`src/rtl/psimd_shift_pkg.sv`:
```
package psimd_shift_pkg;

  typedef enum logic [1:0] {
    SH_SRA = 2'b00,
    SH_SRL = 2'b01,
    SH_SLL = 2'b10,
    SH_RSV = 2'b11
  } shift_kind_e;

  typedef enum logic [1:0] {
    LC_BAD  = 2'b00,
    LC_NARR = 2'b01,
    LC_WIDE = 2'b10
  } lane_cls_e;

endpackage

```
`src/rtl/pshift_decode.sv`:
```
module pshift_decode
  import psimd_shift_pkg::*;
#(
  parameter int IDX_W   = 5,
  parameter int NARR_LO = 2,
  parameter int NARR_HI = 15,
  parameter int WIDE_LO = 16,
  parameter int WIDE_HI = 29
) (
  input  logic [IDX_W-1:0] dst_idx,
  input  logic [IDX_W-1:0] src1_idx,
  input  logic [IDX_W-1:0] src2_idx,
  input  logic             use_imm,
  input  logic [1:0]       kind,
  input  logic [1:0]       mode,
  output logic             legal,
  output logic             wide
);

  function automatic lane_cls_e classify(input logic [IDX_W-1:0] idx);
    if (int'(idx) >= NARR_LO && int'(idx) <= NARR_HI) return LC_NARR;
    if (int'(idx) >= WIDE_LO && int'(idx) <= WIDE_HI) return LC_WIDE;
    return LC_BAD;
  endfunction

  lane_cls_e cls_dst, cls_s1, cls_s2;

  always_comb begin
    cls_dst = classify(dst_idx);
    cls_s1  = classify(src1_idx);
    cls_s2  = classify(src2_idx);
    legal   = (cls_dst != LC_BAD) &&
              (cls_s1 == cls_dst) &&
              (use_imm || (cls_s2 == cls_dst)) &&
              (kind != SH_RSV) &&
              !mode[1];
    wide    = (cls_dst == LC_WIDE);
  end

endmodule

```
`src/rtl/pshift_lane.sv`:
```
module pshift_lane
  import psimd_shift_pkg::*;
#(
  parameter int W  = 8,
  localparam int AW = $clog2(W)
) (
  input  logic [W-1:0]  x,
  input  logic [AW-1:0] amt,
  input  logic [1:0]    kind,
  input  logic          alt,
  output logic [W-1:0]  y,
  output logic          sat
);

  logic signed [W-1:0] sx;
  logic signed [W-1:0] back;
  logic        [W-1:0] shl;
  logic        [W-1:0] tail;
  logic                rbit;

  always_comb begin
    sx   = x;
    tail = '0;
    rbit = 1'b0;
    if (amt != '0) begin
      tail = x >> (amt - 1'b1);
      rbit = tail[0];
    end
    shl  = x << amt;
    back = $signed(shl) >>> amt;
    sat  = 1'b0;
    y    = '0;
    case (shift_kind_e'(kind))
      SH_SRA: begin
        y = sx >>> amt;
        if (alt) y = y + {{(W-1){1'b0}}, rbit};
      end
      SH_SRL: begin
        y = x >> amt;
        if (alt) y = y + {{(W-1){1'b0}}, rbit};
      end
      SH_SLL: begin
        y = shl;
        if (alt && (back != sx)) begin
          sat = 1'b1;
          y   = x[W-1] ? {1'b1, {(W-1){1'b0}}} : {1'b0, {(W-1){1'b1}}};
        end
      end
      default: y = '0;
    endcase
  end

endmodule

```
`src/rtl/psimd_shift.sv`:
```
module psimd_shift
  import psimd_shift_pkg::*;
#(
  parameter int DATA_W = 32,
  parameter int NARR_W = 8,
  parameter int WIDE_W = 16,
  parameter int IDX_W  = 5,
  parameter int IMM_W  = 4
) (
  input  logic              clk,
  input  logic              rst_n,
  input  logic              in_valid,
  input  logic [1:0]        kind,
  input  logic [1:0]        mode,
  input  logic              use_imm,
  input  logic [IDX_W-1:0]  dst_idx,
  input  logic [IDX_W-1:0]  src1_idx,
  input  logic [IDX_W-1:0]  src2_idx,
  input  logic [DATA_W-1:0] opa,
  input  logic [DATA_W-1:0] opb,
  input  logic [IMM_W-1:0]  imm,
  output logic              out_valid,
  output logic [DATA_W-1:0] result,
  output logic              sat,
  output logic              illegal
);

  localparam int N_NARR = DATA_W / NARR_W;
  localparam int N_WIDE = DATA_W / WIDE_W;
  localparam int AW_N   = $clog2(NARR_W);
  localparam int AW_W   = $clog2(WIDE_W);

  // reset: asserted asynchronously, released on the clock
  logic rst_meta, rst_sync_n;
  always_ff @(posedge clk or negedge rst_n) begin
    if (!rst_n) begin
      rst_meta   <= 1'b0;
      rst_sync_n <= 1'b0;
    end else begin
      rst_meta   <= 1'b1;
      rst_sync_n <= rst_meta;
    end
  end

  logic legal, wide;
  pshift_decode #(.IDX_W(IDX_W)) u_dec (
    .dst_idx (dst_idx),
    .src1_idx(src1_idx),
    .src2_idx(src2_idx),
    .use_imm (use_imm),
    .kind    (kind),
    .mode    (mode),
    .legal   (legal),
    .wide    (wide)
  );

  logic [IMM_W-1:0] amt_src;
  assign amt_src = use_imm ? imm : opb[IMM_W-1:0];

  logic [DATA_W-1:0] res_narr, res_wide;
  logic [N_NARR-1:0] sat_narr;
  logic [N_WIDE-1:0] sat_wide;

  for (genvar i = 0; i < N_NARR; i++) begin : g_narr
    pshift_lane #(.W(NARR_W)) u_lane (
      .x   (opa[i*NARR_W +: NARR_W]),
      .amt (amt_src[AW_N-1:0]),
      .kind(kind),
      .alt (mode[0]),
      .y   (res_narr[i*NARR_W +: NARR_W]),
      .sat (sat_narr[i])
    );
  end

  for (genvar j = 0; j < N_WIDE; j++) begin : g_wide
    pshift_lane #(.W(WIDE_W)) u_lane (
      .x   (opa[j*WIDE_W +: WIDE_W]),
      .amt (amt_src[AW_W-1:0]),
      .kind(kind),
      .alt (mode[0]),
      .y   (res_wide[j*WIDE_W +: WIDE_W]),
      .sat (sat_wide[j])
    );
  end

  logic [DATA_W-1:0] res_d;
  logic              sat_d, ill_d;

  always_comb begin
    res_d = '0;
    sat_d = 1'b0;
    ill_d = !legal;
    if (legal) begin
      res_d = wide ? res_wide : res_narr;
      sat_d = wide ? |sat_wide : |sat_narr;
    end
  end

  always_ff @(posedge clk or negedge rst_sync_n) begin
    if (!rst_sync_n) begin
      out_valid <= 1'b0;
      result    <= '0;
      sat       <= 1'b0;
      illegal   <= 1'b0;
    end else begin
      out_valid <= in_valid;
      if (in_valid) begin
        result  <= res_d;
        sat     <= sat_d;
        illegal <= ill_d;
      end
    end
  end


  valid_follow_chk: assert property (@(posedge clk) disable iff (!rst_sync_n)
    in_valid |=> out_valid);

  valid_drop_chk: assert property (@(posedge clk) disable iff (!rst_sync_n)
    !in_valid |=> !out_valid);

  hold_chk: assert property (@(posedge clk) disable iff (!rst_sync_n)
    !in_valid |=> ($stable(result) && $stable(sat) && $stable(illegal)));

  illegal_quiet_chk: assert property (@(posedge clk) disable iff (!rst_sync_n)
    illegal |-> (result == '0 && !sat));

  sat_source_chk: assert property (@(posedge clk) disable iff (!rst_sync_n)
    (in_valid && !(kind == SH_SLL && mode == 2'b01)) |=> !sat);

  imm_ignores_b_chk: assert property (@(posedge clk) disable iff (!rst_sync_n)
    (use_imm && $stable(use_imm) && $stable(imm) && $stable(opa) && $stable(kind) &&
     $stable(mode) && $stable(dst_idx) && $stable(src1_idx)) |-> $stable(res_d));

endmodule

```
`config.mk`:
```
export PLATFORM = sky130hd
export DESIGN_NAME = psimd_shift
export DESIGN_NICKNAME = d
export VERILOG_FILES = /design/src/rtl/psimd_shift_pkg.sv /design/src/rtl/pshift_decode.sv /design/src/rtl/pshift_lane.sv /design/src/rtl/psimd_shift.sv
export SDC_FILE = /design/constraint.sdc
export NUM_CORES = 1
export LEC_CHECK = 0
export ABC_AREA = 1
export BUFFER_PORTS_ARGS = -buffer_cell sky130_fd_sc_hd__buf_2
export CAP_MARGIN = 15
export CORE_MARGIN = 10
export CORE_UTILIZATION = 54
export CTS_CLUSTER_DIAMETER = 200
export DETAILED_ROUTE_END_ITERATION = 10
export PLACE_DENSITY = 0.84
export RECOVER_POWER = 25
export SYNTH_ARGS = -nofsm -noshare
export SYNTH_HDL_FRONTEND = slang
export SYNTH_HIERARCHICAL = 1
export SYNTH_SLANG_ARGS = --single-unit
```
`constraint.sdc`:
```
create_clock -name clk -period 1.6 [get_ports clk]
set_input_delay 0.24 -clock clk [delete_from_list [all_inputs] [get_ports clk]]
set_output_delay 0.24 -clock clk [all_outputs]
set_load 0.05 [all_outputs]
```
==> results of run 1 <==
-- Yosys cell counts (4+ instances only) --
master     number
nand2_1       921
nand3_1       600
inv_1         222
nor2_1        180
o21ai_0       159
o21ai_1        77
buf_2          71
nand3_2        55
a21oi_1        41
nand2_2        41
dfrtp_1        37
ha_1           30
and2_1         28
inv_2          27
o21ai_2        26
nand3b_1       25
nor2_2         25
buf_6          22
nor3_1         19
buf_4          18
o211ai_1       17
xor2_1         15
nand2_4        14
o22ai_1        14
clkbuf_1       13
nand4_1        13
buf_1          10
nor4_1         10
o21a_1         10
o21bai_1       10
a21oi_2         8
xnor2_1         8
nor3_2          7
a31oi_1         6
or2_2           6
a21o_1          4
a22oi_1         4
a311o_1         4
mux2_2          4
nand3_4         4
o2bb2ai_1       4
or2_1           4
-- routing by layer --
layer | overflow | GRT usage [%]
met1 | 12 | 71.4
met2 | 98 | 83.4
met3 | 10 | 65.6
met4 | 69 | 71.5
met5 | 1 | 45.0
-- what timing repair did --
action / CTS
pin swaps: 181
hold buffers: 1
endpoints found under the setup margin: 33
endpoints found under the hold margin: 2
buffers inserted: 69
cloned: 10
gates resized for setup: 420
-- metrics by stage --
step           TNS (ps)  setup WS (ps)  instance area [sq um]  instances  hold WS [ps]
3_5_place_dp     -72210          -2370                  20100       3810          30.4
2_1_floorplan    -48900          -1890                  15200       2851         -55.6
4_1_cts          -53700          -1830                  22600       3895           105
3_3_place_gp     -64990          -2100                  20100       3810          25.9
-- kinds of logic after synthesis --
group | after synthesis | share of synthesized area (%)
flops | 37 | 6.19
mux | 4 | 0.301
fa+ha+maj | 30 | 2.51
buf+inv | 384 | 11.8
xor+xnor | 23 | 1.35
simple gates | 1970 | 61.9
other cells | 1 | 0.0251
compound gates | 402 | 15.9
==> impl_results.md, run 1 <==
- Status: aborted with a tool error
- Failing step: 5_1_grt
- Run Error: [ERROR GRT-0116] Global routing finished with congestion. Check the congestion regions in the DRC Viewer.
- Initial core utilization: 55.2%
- Syn. warnings: 6
- Synth Register Bits: 37
- First-pass GRT wire length: 202000 microns
- Primary FF master, synth: dfrtp_1
- Mapped Nets: slightly below 3000
- GRT Overall Usage: 72.9%
- I/O pins: 126
- Row count: 60
- Cell count after synthesis: 2851
- Most area-hungry cell type in the Yosys netlist: nand2_1
- Clk root buf: clkbuf_16
- Seq/Total Area, Yosys: slightly above 6%
- Vias in the first global route: approximately 33000
- Number of enable flip-flop cells after synthesis: 0
- Avg Inst Size Synth: around 5.2 sq um
- Die Wd: roughly 190 microns
- CTS Buf Count: 5
- Share of the synthesized area in the top cell type: 23.1%
- Final Wtd Congestion: 1.08
- Gr ovfl total: 190
- Largest net degree at the start of global routing: 40
- Top post-synthesis cells by area: nand2_1, nand3_1, dfrtp_1
- Async SR Flop Fraction: 100%
- Maximum clock insertion buffer count: 2
- CTS sink cnt: 37
- H-tree levels: 2
- Post-Syn Area: 0.0150 sq mm
- Final HPWL DP: 54900 microns
- Die H: 186 microns
- Synth cell types: 60
- # port buffers: 94
==> run 2: changes to the inputs <==
- CORE_UTILIZATION: 54 -> 39
- CTS_CLUSTER_DIAMETER: 200 -> not set
- PLACE_DENSITY: 0.84 -> not set
- PLACE_DENSITY_LB_ADDON: not set -> 0.15
==> impl_results.md, run 2 <==
- Setup crit end kind: flip-flop
- Number of iterations in the first detailed-routing pass: 8
- Primary FF master, synth: dfrtp_1
- Largest net degree at the start of global routing: 36
- Failing checks: setup timing
- DRC viols: 0
- Final Instance Area: 0.0252 sq mm
- Relative slew slack: a little over a third
- CTS tree: done
- I/O pins: 126 (unchanged)
- Cell count after synthesis: 2851 (unchanged)
- Most area-hungry cell type in the Yosys netlist: nand2_1
- Gr ovfl total: 0
- CTS sink cnt: 37 (unchanged)
- Die Wd: 216 microns (+16%)
- H-tree levels: 2 (unchanged)
- Most instantiated library cell after synthesis: nand2_1
- Number of enable flip-flop cells after synthesis: 0 (unchanged)
- Post-Syn Area: 0.0150 sq mm (unchanged)
- Most frequent cells in the layout: nand2_1, buf_4, nand3_1
- Filler cells: ~3400
- Die Area: 0.0466 sq mm
- F_max: 289 MHz
- CTS Buf Count: 5 (unchanged)
- Max reg flops: 32
- Worst skew pair latency: around 290 ps
- CP arrival: 3630 ps
- Synth top cells by count: nand2_1, nand3_1, inv_1, nor2_1, o21ai_0
- Final Wtd Congestion: 0.998 (-7.5%)
- Sum Neg Setup Slack: -57630 ps
- # port buffers: 94 (unchanged)
- Most common cell after layout, fill and taps aside: nand2_1
- Seq/Total Area, Yosys: 6.19% (unchanged)
- Synth cell types: 60 (unchanged)
- Share of layout cells above drive strength 1: 45.1%
- Vias per cell: 5.63
- Mapped Nets: 2972 (unchanged)
- Avg Inst Size Synth: 5.25 sq um (unchanged)
- Synth-to-layout area growth: 68.3%
- Clk root buf: clkbuf_16
- Worst-Margin Slew: 955 ps
- Share of the synthesized area in the top cell type: 23.1% (unchanged)
- Post-Layout Cell Count: 4132
- Top post-synthesis cells by area: nand2_1, nand3_1, dfrtp_1
- Cells after DPL: 4033 (+5.9%)
- Avg WL per Cell: 18.1 microns
- Clock transition at the registers of the reported paths: 60 ps
- Final Worst Setup Slack: -1860 ps
- Final Net Count: 3741
- Wire length after detailed routing: 74800 microns
- CP delay by family, top: simple AND/OR/NAND/NOR gates
- Leak: about 13 nW
- Worst Setup Path Type: in2reg
- RSZ-0062 raised after global routing: yes
- Initial DRC Count: between 2000 and 2500
- Placed Area: 0.0210 sq mm (+4.6%)
- Row count: 71 (+18%)
- Max_cap viols: 0
- Fin util: 66.7%
- Core area: ~0.038 sq mm
- Final hold vios: 0
- Initial antenna violation count: 1
- Final Critical Period: between 3000 and 4000 ps
- DR vias: 23300
- Final HPWL DP: 55900 microns (+1.8%)
- Ratio of final minimum period to clock period: 216%
- CP max stage cell: mux2_4
- Critical-path maximum fanout: 8
- Final setup violation count: 33
- Reg with most FFs: result
- Critical Path RT: 1770 ps
- Maximum clock insertion buffer count: 2 (unchanged)
- Startpoint types: input port
- Final slew viol count: 0
- Synth Register Bits: 37 (unchanged)
- Vias in the first global route: 20800
- First-pass GRT wire length: approximately 110000 microns
- Status: finished, violations left
- Max stage delay on crit path: approximately 360 ps
- Async SR Flop Fraction: 100% (unchanged)
- Hold/Removal Path Class: in2reg
- DRT antenna net count: 0
- Worst Clk Skew: 3.89 ps
- CP bufs+invs: 7
- Die H: 216 microns (+16%)
- Syn. warnings: 6 (unchanged)
- GRT Overall Usage: 28.2%
- Initial core utilization: 39.6% (-16 points)
- Tot Pwr: 13.2 mW
- Peak VDD IR: 376 uV
- Pwr dens: 524 mW/mm^2
-- run 2: final timing paths --
| check | start | to | slack, ps | cells after the start |
|---|---|---|---|---|
| worst max register to register | rst_sync_n$_DFF_PN0_ | result[17]$_DFFE_PN0P_ | 500 | 1 |
| min in group asynchronous | rst_n | rst_sync_n$_DFF_PN0_ | 270 | 2 |
| worst min register to register | rst_meta$_DFF_PN0_ | rst_sync_n$_DFF_PN0_ | 360 | 0 |
| worst min-delay path | in_valid | out_valid$_DFF_PN0_ | 160 | 1 |
| max in group asynchronous | rst_sync_n$_DFF_PN0_ | result[17]$_DFFE_PN0P_ | 500 | 1 |
| worst max-delay path | use_imm | result[4]$_DFFE_PN0P_ | -1860 | 28 |
-- run 2: kinds of logic (layout without fill, tap and decap cells) --
| logic type | Yosys count | count (layout) | synth area share [%] |
|---|---|---|---|
| compound gates | 402 | 402 | 15.9 |
| xor+xnor | 23 | 23 | 1.35 |
| fa+ha+maj | 30 | 30 | 2.51 |
| buf+inv | 384 | 1150 | 11.8 |
| flops | 37 | 37 | 6.19 |
| mux | 4 | 5 | 0.301 |
| other cells | 1 | 2 | 0.0251 |
| simple gates | 1970 | 1972 | 61.9 |
-- run 2: where the power goes --
group	total [mW]	internal, mW	switching (mW)
logic	11.2	4.70	6.47
clock network	0.978	0.568	0.410
registers	1.04	0.987	0.0552
total	13.2	6.26	6.93
-- run 2: repair_timing --
item	4_1_cts	5_1_grt
gates cloned	8	1
setup buffers	48	39
hold buffers	1	0
endpoints found under the hold margin	2	0
resized for setup	302	453
endpoints found under the setup margin	33	33
pin swaps	95	149
-- run 2: stage by stage --
| step | hold WS, ps | setup slack (ps) |
|---|---|---|
| finish | 161 | -1860 |
| floorplan | -55.6 | -1890 |
| global placement | 23.3 | -2250 |
| detailed placement | 27.3 | -2260 |
| CTS | 127 | -1780 |
| global route | 170 | -1990 |
-- run 2: layout make-up --
cell class                 instances  area (sq um)  area share, %
multi-input combinational       2433         15300           60.9
timing repair buffer             890          7060           28.0
inverter                         250          1040           4.13
sequential                        37           927           3.68
tap                              511           639           2.54
clock buffer                       6           129          0.512
timing repair inverter             3          36.3          0.144
clock inverter                     1          5.00         0.0199
antenna                            1          2.50        0.00994
-- run 2: metal layers --
| layer | global-route usage (%) | routed length [microns] |
|---|---|---|
| met5 | 0 | 0 |
| met4 | 5.00 | 2530 |
| met3 | 3.68 | 6350 |
| met2 | 44.3 | 33200 |
| met1 | 40.4 | 32600 |
(Power assumes the default switching activity.)
==> run 3: changes to the inputs <==
- TNS_END_PERCENT: not set -> 1
==> impl_results.md, run 3 (synthesis results as in run 2) <==
- Final hold vios: 0 (unchanged)
- CTS tree: done
- Fin util: 56.4% (-10 points)
- Final HPWL DP: 53600 microns (-4.2%)
- CP max stage cell: mux2_4
- Initial core utilization: 39.6% (unchanged)
- Max stage delay on crit path: 350 ps (about the same)
- FF-to-FF path depth: 1 (unchanged)
- Core area: 0.0378 sq mm (unchanged)
- Initial antenna violation count: 0 (-1)
- RSZ-0062 raised after global routing: yes
- Final Wtd Congestion: 1.03 (+2.9%)
- Wire length after detailed routing: 64400 microns (-14%)
- I/O pins: 126 (unchanged)
- CTS Buf Count: 5 (unchanged)
- Hold path startpoint: in_valid
- Reg-to-Reg End: sat$_DFFE_PN0P_
- Met3 Resource Use GR: 1.76% (-1.9 points)
- Setup crit end kind: flip-flop
- Synth-to-layout area growth: 42.3%
- Share of layout cells above drive strength 1: 31.3% (-14 points)
- # port buffers: 94 (unchanged)
- Vias in the first global route: 20300 (-2.4%)
- DRC viols: 0 (unchanged)
- Avg WL per Cell: 16.1 microns (-11%)
- F_max: 291 MHz (+0.55%)
- Met1 usage: 33.7% (-6.7 points)
- H-tree levels: 2 (unchanged)
- Failing checks: setup timing
- Maximum clock insertion buffer count: 2 (unchanged)
- Crit path cell chain: buf_4 > mux2_4 > buf_12 > inv_12 > buf_6 > ha_4 > xnor2_4 > or3b_4 > a21oi_2 > a221oi_2 > ha_2 > buf_4 > nand3_2 > nor2_4 > nand3_2 > nor2_4 > nand2_2 > nor2_2 > nand2_2 > o21ai_0 > nand3b_1 > nand3_1 > nor2_2 > o21ai_1
- Ratio of final minimum period to clock period: 215% (-1.2 points)
- Reg with most FFs: result
- First-pass GRT wire length: 104000 microns (-5.6%)
- Worst skew pair latency: 290 ps (about the same)
- GRT Overall Usage: 26.4% (-1.8 points)
- Initial DRC Count: 1922 (-18%)
- Number of iterations in the first detailed-routing pass: 6 (-2)
- Gr ovfl total: 0 (unchanged)
- Worst Setup Path Type: in2reg
- Grt peak-use layer: met2
- CP arrival: 3660 ps (+30 ps)
- R2r setup slk: 490 ps (about the same)
- Pwr dens: 523 mW/mm^2 (-0.15%)
- Final slew viol count: 0 (unchanged)
- Relative slew slack: 32.2% (-4.1 points)
- Largest net degree at the start of global routing: 36 (unchanged)
- Final setup violation count: 33 (unchanged)
- Die Wd: 216 microns (unchanged)
- Reg2reg start: rst_sync_n$_DFF_PN0_
- Critical Path RT: 1820 ps (+50 ps)
- Row count: 71 (unchanged)
- Peak VDD IR: 350 uV (-6.7%)
- Die Area: 0.0466 sq mm (unchanged)
- Worst hold endpoint: out_valid$_DFF_PN0_
- Startpoint types: input port
- Die H: 216 microns (unchanged)
- GR Util met2: 45.9% (+1.6 points)
- Ant. Diodes: 0 (-1)
- Max_cap viols: 0 (unchanged)
- Worst Clk Skew: 3.75 ps (-0.149 ps)
- Vias per cell: 5.43 (-3.6%)
- Most frequent cells in the layout: nand2_1, buf_4, nand3_1
- Hold/Removal Path Class: in2reg
- Hold depth: 1 (unchanged)
- Final hold slack: 121 ps (-40.4 ps)
- CTS sink cnt: 37 (unchanged)
- Final Worst Setup Slack: -1840 ps (+18.8 ps)
- Most common cell after layout, fill and taps aside: nand2_1
- Critical-path maximum fanout: 15 (+7)
- Final Critical Period: 3440 ps (-18.8 ps)
- Status: finished, violations left
- DRT antenna net count: 0 (unchanged)
- Leak: 11.3 nW (-11%)
- Max reg flops: 32 (unchanged)
- Worst-Margin Slew: 1010 ps (+57.9 ps)
- Clock transition at the registers of the reported paths: 60 ps (about the same)
- DR vias: 21800 (-6.4%)
- Final Net Count: 3620 (-3.2%)
- Clk root buf: clkbuf_16
==> run 3: cell count changes in the layout (fill, tap and decap cells not counted), sizes merged <==
cell,delta
nand2,-1
diode,-1
clkbuf,+1
inv,-3
nand3,-1
buf,-115
mux2,-1
==> run 3: worst max path at each step <==
stage               slack, ps                endpoint  cells after the start     from
floorplan               -1890  result[30]$_DFFE_PN0P_                     24  use_imm
global placement        -2230  result[15]$_DFFE_PN0P_                     22  use_imm
detailed placement      -2270  result[29]$_DFFE_PN0P_                     24  use_imm
CTS                     -1790  result[29]$_DFFE_PN0P_                     24  use_imm
global route            -2080  result[30]$_DFFE_PN0P_                     24  use_imm
finish                  -1840  result[29]$_DFFE_PN0P_                     24  use_imm
==> run 3: final cells by class <==
| type | instances | area [sq um] |
|---|---|---|
| inverter | 250 | 1000 |
| fill | 3957 | 16500 |
| clock inverter | 1 | 5.00 |
| multi-input combinational | 2430 | 12800 |
| sequential | 37 | 927 |
| tap | 511 | 639 |
| clock buffer | 7 | 153 |
| timing repair buffer | 775 | 5810 |
==> run 3: report_power, final <==
group | switching [mW] | leakage, nW | internal [mW]
Sequential | 0.0558 | 0.497 | 0.987
Combinational | 5.25 | 10.8 | 3.78
Clock | 0.403 | 0.0799 | 0.660
==> run 3: worst max-delay path, delay by kind of cell <==
family,cells,cell delay (ps)
AO/OA/AOI/OAI,4,560
multiplexers,1,350
buffers and inverters,5,620
AND/OR/NAND/NOR,11,1320
adder cells (fa/ha/maj),2,450
XOR/XNOR,1,100
==> run 3: layer usage <==
| metal | part of all wire [%] | vias to the layer above |
|---|---|---|
| met2 | 48 | 743 |
| met4 | 3.2 | 0 |
| met3 | 5.7 | 109 |
| met5 | 0 | - |
| met1 | 43 | 10100 |
| li1 | - | 10800 |
==> run 3: stage by stage <==
| step | setup WS (ps) | total power [mW] | TNS, ps | cell area [sq um] | std cells |
|---|---|---|---|---|---|
| after global placement | -2230 | 9.64 | -69120 | 20600 | 3993 |
| final | -1840 | 11.1 | -55950 | 21300 | 4011 |
| after CTS | -1790 | 11.0 | -54490 | 21100 | 4007 |
| after detailed placement | -2270 | 9.73 | -69540 | 20600 | 3993 |
| after global routing | -2080 | 12.1 | -64300 | 21300 | 4011 |
| after floorplan | -1890 | 6.19 | -50000 | 15200 | 2851 |
==> run 3: what timing repair did <==
item / 4_1_cts / 5_1_grt
endpoints found under the setup margin: 33 / 33
hold endpoints to repair: 2 / 0
buffers inserted: 5 / 4
hold buffers: 1 / 0
pin swaps: 11 / 8
resized for setup: 70 / 45
==> run 4: changes to the inputs <==
- clock period: 1.6 -> 3.2 ns (I/O delays scaled with it)
==> impl_results.md, run 4 (synthesis results as in run 2) <==
- Status: finished, violations left
- Failing checks: capacitance limit, slew limit, setup timing
- Final hold vios: 0 (unchanged)
- Largest net degree at the start of global routing: 36 (unchanged)
- Reg2reg start: rst_sync_n$_DFF_PN0_
- I/O pins: 126 (unchanged)
- Die Wd: 216 microns (unchanged)
- F_max: 270 MHz
- Filler cells: 4037 (+2.0%)
- Critical Path RT: 3380 ps (+1560 ps)
- H-tree levels: 2 (unchanged)
- Wire length after detailed routing: 64400 microns (about the same)
- Final HPWL DP: 52700 microns (-1.7%)
- Maximum clock insertion buffer count: 2 (unchanged)
- Hold/Removal Path Class: reg2reg
- Max stage delay on crit path: 340 ps (about the same)
- Relative slew slack: -9.03% (-41 points)
- CTS sink cnt: 37 (unchanged)
- Final Critical Period: 3710 ps
- First-pass GRT wire length: 102000 microns (-1.1%)
- RSZ-0062 raised after global routing: yes
- Synth-to-layout area growth: 36.4%
- Final slew viol count: 36 (+36)
- CP arrival: 3880 ps (+220 ps)
- Pwr dens: 267 mW/mm^2 (-49%)
- Ratio of final minimum period to clock period: 116%
- Hold path startpoint: rst_meta$_DFF_PN0_
- Final hold slack: 357 ps (+236 ps)
- Crit path cell chain: buf_4 > mux2_4 > buf_12 > inv_12 > bufbuf_16 > nand2_2 > a21oi_2 > or3_4 > a21oi_2 > a221oi_2 > ha_4 > ha_4 > inv_2 > nor3_2 > nand2_1 > nor2_2 > nand3_2 > nor3_4 > nand2_2 > or2_0 > nand3_1 > nand3_1 > nor2_2 > o21ai_1
- Vias in the first global route: 19800 (-2.3%)
- Gr ovfl total: 0 (unchanged)
- CP max stage cell: mux2_4
- Final Wtd Congestion: 1.00 (-2.7%)
- Most common cell after layout, fill and taps aside: nand2_1
- Die H: 216 microns (unchanged)
- Initial core utilization: 39.6% (unchanged)
- DRC viols: 0 (unchanged)
- Reg with most FFs: result
- Peak VDD IR: 169 uV (-52%)
- Startpoint types: input port
- Number of iterations in the first detailed-routing pass: 6 (unchanged)
- Worst-Margin Slew: 1640 ps (+622 ps)
- Setup crit end kind: flip-flop
- Tot Pwr: 5.45 mW (-51%)
- Max_cap viols: 1 (+1)
- Row count: 71 (unchanged)
- Ant. Diodes: 0 (unchanged)
- Final setup violation count: 33 (unchanged)
- Leak: 10.8 nW (-4.3%)
- Initial antenna violation count: 0 (unchanged)
- DR vias: 21200 (-2.9%)
- Final Worst Setup Slack: -507 ps (+1330 ps)
- CTS Buf Count: 5 (unchanged)
- Initial DRC Count: 1768 (-8.0%)
- Max reg flops: 32 (unchanged)
- Worst skew pair latency: 290 ps (about the same)
- Most frequent cells in the layout: nand2_1, nand3_1, buf_4
- Worst Clk Skew: 3.79 ps (+0.0477 ps)
- Final Net Count: 3530 (-2.5%)
- GRT Overall Usage: 26.2% (-0.18 points)
- Core area: 0.0378 sq mm (unchanged)
- Clk root buf: clkbuf_16
- Critical-path maximum fanout: 9 (-6)
- Critical path origin: use_imm
- Vias per cell: 5.40 (-0.68%)
- Clock transition at the registers of the reported paths: 60 ps (about the same)
- Die Area: 0.0466 sq mm (unchanged)
- Avg WL per Cell: 16.4 microns (+2.2%)
- DRT antenna net count: 0 (unchanged)
- Share of layout cells above drive strength 1: 28.6% (-2.7 points)
- CTS tree: done
- Worst Setup Path Type: in2reg
- # port buffers: 94 (unchanged)
==> run 4: layer usage <==
layer  global-route usage [%]  part of all wire [%]  vias to the layer above
li1                         -                     -                    10700
met1                     33.3                    43                     9683
met2                     46.1                    48                      707
met3                     1.87                   5.4                      102
met4                     8.43                   3.0                        0
met5                        0                     0                        -
==> run 4: area by class of cell <==
| cell class | instances | area [sq um] | area share [%] |
|---|---|---|---|
| clock buffer | 7 | 153 | 0.748 |
| timing repair buffer | 684 | 5060 | 24.8 |
| tap | 511 | 639 | 3.13 |
| inverter | 250 | 992 | 4.86 |
| multi-input combinational | 2431 | 12600 | 61.9 |
| sequential | 37 | 926 | 4.54 |
| clock inverter | 1 | 5.00 | 0.0245 |
==> run 4: worst paths after layout <==
| path | endpoint | depth (start not counted) | slack (ps) |
|---|---|---|---|
| min in group asynchronous | rst_meta$_DFF_PN0_ | 2 | 500 |
| worst max-delay path | result[30]$_DFFE_PN0P_ | 24 | -510 |
| worst min register to register | rst_sync_n$_DFF_PN0_ | 0 | 360 |
| max in group asynchronous | result[6]$_DFFE_PN0P_ | 0 | 1540 |
| worst min-delay path | rst_sync_n$_DFF_PN0_ | 0 | 360 |
| worst max register to register | result[6]$_DFFE_PN0P_ | 0 | 1540 |
==> run 4: report_power, final <==
part / total, mW / internal (mW) / switching, mW
Sequential: 0.529 / 0.493 / 0.0367
Combinational: 4.37 / 1.80 / 2.58
Clock: 0.545 / 0.331 / 0.214
Total: 5.45 / 2.62 / 2.83
==> run 4: what timing repair did <==
item | CTS | global route
gates resized for setup | 27 | 47
gates cloned | 1 | 1
setup buffers | 10 | 1
setup endpoints to repair | 33 | 33
hold buffers | 1 | 0
pin swaps | 17 | 18
hold endpoints to repair | 2 | 0
==> run 4: critical path, delay by kind of cell <==
family | cells | cell delay, ps
fa+ha+maj | 2 | 360
mux | 1 | 340
buf+inv | 5 | 650
compound gates | 4 | 540
simple gates | 12 | 1490
==> run 4: stage by stage <==
| step | util (%) | std cells | cell area (sq um) | setup WS (ps) | setup TNS [ps] |
|---|---|---|---|---|---|
| final | 54.1 | 3921 | 20400 | -507 | -12930 |
| after global routing | 54.1 | 3921 | 20400 | -723 | -20350 |
| after CTS | 53.6 | 3919 | 20200 | -490 | -13480 |
| after detailed placement | 52.7 | 3899 | 19900 | -891 | -24650 |
| after global placement | 52.7 | 3899 | 19900 | -864 | -22950 |
| after floorplan | - | 2851 | 15200 | -527 | -5720 |
